[src/rtl/fic_pkg.sv]
// Package: constants and helpers shared by the lockstep fault comparator.
// Assumes the design under test has exactly three W-bit state fields.
package fic_pkg;
    localparam int NUM_FIELDS = 3;
    localparam int NUM_PORTS  = 2;

    // Decide whether a latched mask may be applied in the given mode.
    function automatic logic flip_allowed(input logic multi, input int ones);
        return multi || (ones == 1);
    endfunction
endpackage

[src/rtl/fic_dut_core.sv]
// Module: small register design that is instantiated twice (reference and faulty).
// State layout: [W-1:0] accumulator, [2W-1:W] shift register, [3W-1:2W] hidden input register.
// Assumes flip is zero whenever neither clear nor en is high.
module fic_dut_core #(
    parameter int W = 8
) (
    input  logic                                    clk,
    input  logic                                    rst_n,
    input  logic                                    clear,
    input  logic                                    en,
    input  logic [W-1:0]                            in_vec,
    input  logic [fic_pkg::NUM_FIELDS*W-1:0]        flip,
    output logic [fic_pkg::NUM_PORTS*W-1:0]         ports
);
    localparam int SB = fic_pkg::NUM_FIELDS * W;

    logic [W-1:0]  acc_q, shf_q, hid_q;
    logic [SB-1:0] nxt;

    // Next-state function of the design under test.
    always_comb nxt = {in_vec, shf_q[W-2:0], acc_q[W-1], acc_q + hid_q};

    // State update: clear loads the flip pattern, a normal step XORs it in.
    always_ff @(posedge clk) begin
        if (!rst_n)     {hid_q, shf_q, acc_q} <= '0;
        else if (clear) {hid_q, shf_q, acc_q} <= flip;
        else if (en)    {hid_q, shf_q, acc_q} <= nxt ^ flip;
    end

    assign ports = {shf_q, acc_q};
endmodule

[src/rtl/fic_vec_mem.sv]
// Module: workload vector store, one write port and an asynchronous read port.
// Assumes the host loads the contents before a run; the memory has no reset.
module fic_vec_mem #(
    parameter int W     = 8,
    parameter int DEPTH = 16,
    parameter int AW    = $clog2(DEPTH)
) (
    input  logic          clk,
    input  logic          we,
    input  logic [AW-1:0] waddr,
    input  logic [W-1:0]  wdata,
    input  logic [AW-1:0] raddr,
    output logic [W-1:0]  rdata
);
    logic [W-1:0] mem_q [DEPTH];

    // Store a vector when written.
    always_ff @(posedge clk) begin
        if (we) mem_q[waddr] <= wdata;
    end

    assign rdata = mem_q[raddr];
endmodule

[src/rtl/fic_port_cmp.sv]
// Module: per-port comparison of the two copies with a lowest-index priority pick.
// Assumes ports are packed W bits each, port 0 in the least significant slice.
module fic_port_cmp #(
    parameter int W     = 8,
    parameter int NPORT = 2,
    parameter int PW    = (NPORT > 1) ? $clog2(NPORT) : 1
) (
    input  logic [NPORT*W-1:0] gold,
    input  logic [NPORT*W-1:0] faulty,
    output logic               any,
    output logic [PW-1:0]      first
);
    logic [NPORT-1:0] diff;

    for (genvar p = 0; p < NPORT; p++) begin : g_cmp
        assign diff[p] = gold[p*W +: W] != faulty[p*W +: W];
    end

    // Flag any divergence and pick the lowest diverging port.
    always_comb begin
        any   = |diff;
        first = '0;
        for (int p = NPORT - 1; p >= 0; p--) begin
            if (diff[p]) first = PW'(p);
        end
    end
endmodule

[src/rtl/fault_inject_cmp.sv]
// Module: top of the lockstep fault injection comparator.
// Sequences the workload, flips the faulty copy at the latched cycle and records
// damage, latency and first diverging port. Assumes vector memory is loaded before start.
module fault_inject_cmp #(
    parameter int W     = 8,
    parameter int DEPTH = 16
) (
    input  logic                               clk,
    input  logic                               rst_n,
    input  logic                               vec_we,
    input  logic [$clog2(DEPTH)-1:0]           vec_addr,
    input  logic [W-1:0]                       vec_data,
    input  logic                               start,
    input  logic [$clog2(DEPTH):0]             run_len,
    input  logic [$clog2(DEPTH):0]             inj_cycle,
    input  logic [fic_pkg::NUM_FIELDS*W-1:0]   inj_mask,
    input  logic                               multi_mode,
    output logic                               busy,
    output logic                               done,
    output logic                               damage,
    output logic [$clog2(DEPTH):0]             latency,
    output logic                               diverge_port
);
    localparam int AW    = $clog2(DEPTH);
    localparam int CW    = AW + 1;
    localparam int SB    = fic_pkg::NUM_FIELDS * W;
    localparam int NPORT = fic_pkg::NUM_PORTS;
    localparam int PW    = (NPORT > 1) ? $clog2(NPORT) : 1;
    localparam int OW    = NPORT * W;

    logic [CW-1:0] cyc_q, len_q, tinj_q, len_eff;
    logic [SB-1:0] mask_q, flip;
    logic          mask_ok;
    logic [W-1:0]  wl_vec;
    logic [OW-1:0] gold_out, fault_out;
    logic          mism_any;
    logic [PW-1:0] mism_first;

    // Validate the mask for the selected upset mode.
    always_comb mask_ok = fic_pkg::flip_allowed(multi_mode, $countones(inj_mask));

    // Clamp the requested run length into 1..DEPTH.
    always_comb begin
        if (run_len == '0)              len_eff = CW'(1);
        else if (run_len > CW'(DEPTH))  len_eff = CW'(DEPTH);
        else                            len_eff = run_len;
    end

    // Flip pattern for the state being loaded at this edge.
    always_comb begin
        flip = '0;
        if (start) begin
            if (inj_cycle == '0 && mask_ok) flip = inj_mask;
        end else if (busy && (cyc_q + CW'(1) == tinj_q)) begin
            flip = mask_q;
        end
    end

    fic_vec_mem #(.W(W), .DEPTH(DEPTH), .AW(AW)) u_mem (
        .clk(clk), .we(vec_we), .waddr(vec_addr), .wdata(vec_data),
        .raddr(cyc_q[AW-1:0]), .rdata(wl_vec)
    );

    fic_dut_core #(.W(W)) u_gold (
        .clk(clk), .rst_n(rst_n), .clear(start), .en(busy),
        .in_vec(wl_vec), .flip({SB{1'b0}}), .ports(gold_out)
    );

    fic_dut_core #(.W(W)) u_faulty (
        .clk(clk), .rst_n(rst_n), .clear(start), .en(busy),
        .in_vec(wl_vec), .flip(flip), .ports(fault_out)
    );

    fic_port_cmp #(.W(W), .NPORT(NPORT), .PW(PW)) u_cmp (
        .gold(gold_out), .faulty(fault_out), .any(mism_any), .first(mism_first)
    );

    // Run sequencer: latch settings on start, step the cycle counter, end the run.
    always_ff @(posedge clk) begin
        if (!rst_n) begin
            busy   <= 1'b0;
            done   <= 1'b0;
            cyc_q  <= '0;
            len_q  <= CW'(1);
            tinj_q <= '0;
            mask_q <= '0;
        end else if (start) begin
            busy   <= 1'b1;
            done   <= 1'b0;
            cyc_q  <= '0;
            len_q  <= len_eff;
            tinj_q <= inj_cycle;
            mask_q <= mask_ok ? inj_mask : '0;
        end else if (busy) begin
            cyc_q <= cyc_q + CW'(1);
            if (cyc_q == len_q - CW'(1)) begin
                busy <= 1'b0;
                done <= 1'b1;
            end
        end
    end

    // Result register: capture the first divergence of the run.
    always_ff @(posedge clk) begin
        if (!rst_n || start) begin
            damage       <= 1'b0;
            latency      <= '0;
            diverge_port <= 1'b0;
        end else if (busy && mism_any && !damage) begin
            damage       <= 1'b1;
            latency      <= cyc_q - tinj_q;
            diverge_port <= mism_first[0];
        end
    end


    gold_quiet_chk: assert property (@(posedge clk) disable iff (!rst_n)
        (busy && !start && cyc_q < tinj_q) |-> !mism_any);


    busy_done_excl_chk: assert property (@(posedge clk) disable iff (!rst_n)
        !(busy && done));


    run_end_chk: assert property (@(posedge clk) disable iff (!rst_n)
        (busy && !start && cyc_q == len_q - CW'(1)) |=> (done && !busy));


    damage_hold_chk: assert property (@(posedge clk) disable iff (!rst_n)
        (damage && !start) |=> damage);


    latency_hold_chk: assert property (@(posedge clk) disable iff (!rst_n)
        (damage && !start) |=> ($stable(latency) && $stable(diverge_port)));
endmodule

[config.mk]
export PLATFORM = sky130hd
export DESIGN_NAME = fault_inject_cmp
export DESIGN_NICKNAME = d
export VERILOG_FILES = /design/src/rtl/fic_pkg.sv /design/src/rtl/fic_dut_core.sv /design/src/rtl/fic_vec_mem.sv /design/src/rtl/fic_port_cmp.sv /design/src/rtl/fault_inject_cmp.sv
export SDC_FILE = /design/constraint.sdc
export NUM_CORES = 1
export LEC_CHECK = 0
export ABC_AREA = 1
export ABC_CLOCK_PERIOD_IN_PS = 9780
export CAP_MARGIN = 0
export CORE_MARGIN = 4
export CORE_UTILIZATION = 60
export DETAILED_ROUTE_END_ITERATION = 6
export HOLD_SLACK_MARGIN = 0.08
export PLACE_DENSITY = 0.85
export SYNTH_ARGS = -nofsm -noshare
export SYNTH_HDL_FRONTEND = slang
export SYNTH_SLANG_ARGS = --single-unit
[constraint.sdc]
create_clock -name clk -period 9.78 [get_ports clk]
set_input_delay 2.445 -clock clk [delete_from_list [all_inputs] [get_ports clk]]
set_output_delay 2.445 -clock clk [all_outputs]
set_load 0.05 [all_outputs]
==> metrics.md <==
| Metric | Value |
|---|---|
| DRC Markers | 0 |
| Root Buffer | clkbuf_16 |
| Post-CTS resize count | 0 |
| CTS tree | done |
| Final instance area | ~13000 sq um |
| Worst Setup SP | inj_mask[5] |
| Net load switching power | about 0.00067 W |
| IO buf count | approximately 60 |
| Min Hold Slack | 0.443 ns |
| Fin crit period | around 7.5 ns |
| Power per Cell Area | around 180 nW/um^2 |
| Max Freq | roughly 0.13 GHz |
| Num Clock Sinks | around 230 |
| Syn_area_per_cell | between 8 and 9 sq um |
| Initial antenna violation count | 0 |
| Setup bufs post-CTS | 0 |
| Asr flop ratio synth | 0% |
| # IOs | 60 |
| Combinational share of power | between 15 and 20% |
| Final ANT Viol Nets | 0 |
| Pin count of the biggest net entering global routing | between 70 and 80 |
| Placed instance area | ~12000 sq um |
| 1st-pass router iterations | 5 |
| Starting Density | between 60 and 70% |
| RSZ-0062 raised after global routing | no |
| Max Fanout on Critical Path | 20 |
| Seq cells post-synth | roughly 230 |
| CTS clk-pin slew, worst paths | 0.06 ns |
| H-tree depth | 1 |
| FILL cells | between 1k and 1.5k |
| Total Die Area | 21900 sq um |
| Routed vias | about 9.4k |
| DP HPWL | about 18 mm |
| Count of final setup violators | 0 |
| Mapped Nets | roughly 1.5k |
| Tcrit/Tclk final | around three quarters |
| Max Cap Violations | 0 |
| Post-layout util | just under 70% |
| Synth warn | 0 |
| Max Root-Sink Buffers | 3 |
| Num rows | 50 |
| CP Capture Type | flip-flop |
| Total CTS buffers | 24 |
| Non-filler cells, final | roughly 1.7k |
| Vias per cell | roughly 5.6 |
| Pint | around 0.0017 W |
| Cell variety after synth | between 40 and 50 |
| Total Neg Setup Slack | 0 ns |
| Post-synth top flop | edfxtp_1 |
| Clock skew | about 0.025 ns |
| Switching share of power | roughly 29% |
| Diodes inserted | 0 |
| All-Layer GR Usage | about a quarter |
| Layout area overhead | 11.1% |
| Gp weighted congestion | ~0.85 |
| Slew @ Worst Pin | slightly above 1 ns |
| Clk Latency, worst-skew pair | roughly 0.54 ns |
| Share of cells above drive strength 1 | slightly above 6% |
| Status | finished, final reports clean |
| Worst Path Arrival | 7.98 ns |
| Reg power frac | a little under half |
| Clock share of power | between 30% and 40% |
| Slew Viols, Final | 0 |
| Startpoint Class | input port |
| Final Hold Vio Count | 0 |
| Relative slew margins | between 30% and 40% |
| WS Path Type | in -> reg |
| Gr ovfl total | 0 |
| Hold Crit Class | reg -> reg |
| Sequential area share after synthesis | approximately half |
| Core ar. | around 19000 sq um |
| Worst path required time | around 10 ns |
| Fin nets | ~1.5k |
| Worst VDD drop | roughly 0.00017 V |
| First-pass GRT wire length | approximately 45 mm |
| Chip height | 148 microns |
| Leakage Power | approximately 5.6 nW |
| DRT iter0 DRCs | 942 |
| Mapped Cells | ~1.4k |
| Placed cells | around 1.6k |
| Drt total wl | approximately 27 mm |
| Post-synth EDFFs | 128 |
| Worst hold start | diverge_port |
| Die X | about 150 microns |
| Wire per inst | between 15 and 20 microns |
| Post-Syn Area | between 10000 and 15000 sq um |
| CTS Hold Buffers Added | 0 |
| Vias in the first global route | roughly 9k |
## cell usage in the layout, fill, tap and decap left out, types with 3 or more instances in the layout
cell type / Yosys / final
nand2_1: 350 / 350
inv_1: 166 / 166
nor2_1: 134 / 134
edfxtp_1: 128 / 128
nand3_1: 105 / 105
dfxtp_1: 100 / 99
a21oi_1: 74 / 74
o21ai_0: 68 / 68
clkdlybuf4s50_1: 0 / 59
nand4_1: 32 / 32
ha_1: 26 / 26
clkbuf_16: 0 / 24
fa_1: 20 / 20
xnor2_1: 15 / 15
o211ai_1: 13 / 13
xor2_1: 13 / 13
nand4_2: 10 / 10
nand3_2: 9 / 9
nand3b_1: 7 / 7
nand2_2: 7 / 7
inv_2: 7 / 7
clkbuf_1: 16 / 6
a21oi_2: 5 / 5
nor3_1: 5 / 5
clkinv_2: 0 / 5
buf_4: 6 / 5
o21ai_1: 4 / 4
nor2b_1: 4 / 4
clkinv_1: 1 / 3
## worst paths after layout
path	slack (ns)	end	cells past startpoint
max	2.25	u_faulty.shf_q[1]	23
min	0.44	diverge_port	2
max reg2reg	6.98	u_faulty.hid_q[3]	11
min reg2reg	0.44	diverge_port	2
## kinds of logic (layout without fill, tap and decap cells)
group                    count (synthesis)  in the layout  synth area share [%]
XOR/XNOR                                28             28                  2.09
AO/OA/AOI/OAI                          168            168                  7.67
AND/OR/NAND/NOR                        674            674                  25.7
flip-flops                             228            228                  49.7
buffers and inverters                  236            279                  8.67
adder cells (fa/ha/maj)                 46             46                  6.18
## power by group through the flow
stage | registers, W | logic [W] | clock network [W]
6_report | 0.00108 | 0.000430 | 0.000830
3_3_place_gp | 0.00110 | 0.000402 | 0
2_1_floorplan | 0.00109 | 0.000314 | 0
3_5_place_dp | 0.00110 | 0.000426 | 0
5_1_grt | 0.00109 | 0.000497 | 0.000882
4_1_cts | 0.00108 | 0.000430 | 0.000837
## per-stage QoR
step	setup WS [ns]	power [W]
final	2.25	0.00234
after global routing	1.87	0.00246
after CTS	2.29	0.00235
after detailed placement	1.77	0.00153
after global placement	1.87	0.00150
after floorplan	3.06	0.00141
## registers in the layout, indices dropped and copies added, names as in the netlist, 8 cells and up, named ones only
| register | flops |
|---|---|
| u_mem.mem_q | 128 |
| mask_q | 24 |
| u_faulty.acc_q | 8 |
| u_faulty.hid_q | 8 |
| u_faulty.shf_q | 8 |
| u_gold.acc_q | 8 |
| u_gold.hid_q | 8 |
| u_gold.shf_q | 8 |
## metal layers
layer | GRT usage, % | vias to the layer above | part of all wire (%)
met2 | 44.2 | 397 | 50
li1 | - | 4552 | -
met5 | 0 | - | 0
met3 | 3.28 | 81 | 6.8
met1 | 31.3 | 4386 | 39
met4 | 9.70 | 0 | 3.7
## worst max-delay path, cell delays in order
cell and delay [ns]:
clkdlybuf4s50_1 0.51, inv_1 0.08, fa_1 0.54, inv_1 0.06, fa_1 0.46, fa_1 0.50
fa_1 0.52, inv_1 0.05, fa_1 0.47, inv_1 0.04, ha_1 0.20, fa_1 0.43
nor2_1 0.11, nand2_1 0.05, nor2_1 0.08, nand2_1 0.07, nand2_2 0.26, nand2_2 0.15
inv_1 0.50, nand3_1 0.15, nand3_1 0.11, nand2_1 0.07, a21oi_2 0.11
## layout make-up
cell class | instances | area, sq um | share of cell area, %
inverter | 174 | 653 | 5.00
tap | 260 | 325 | 2.49
clock buffer | 31 | 637 | 4.88
clock inverter | 10 | 77.6 | 0.594
timing repair buffer | 64 | 628 | 4.81
sequential | 228 | 5850 | 44.8
multi-input combinational | 916 | 4890 | 37.4
## cell usage after synthesis, types with 20 or more instances
cell | instances | share of area [%]
buf_2 | 28 | 1.2
nand4_1 | 32 | 1.7
edfxtp_1 | 128 | 33
nand2_1 | 350 | 11
o21ai_0 | 68 | 2.9
dfxtp_1 | 100 | 17
ha_1 | 26 | 2.8
nor2_1 | 134 | 4.3
inv_1 | 166 | 5.3
nand3_1 | 105 | 4.5
a21oi_1 | 74 | 3.2
fa_1 | 20 | 3.4
No activity file was read; power rests on OpenSTA's default activity.
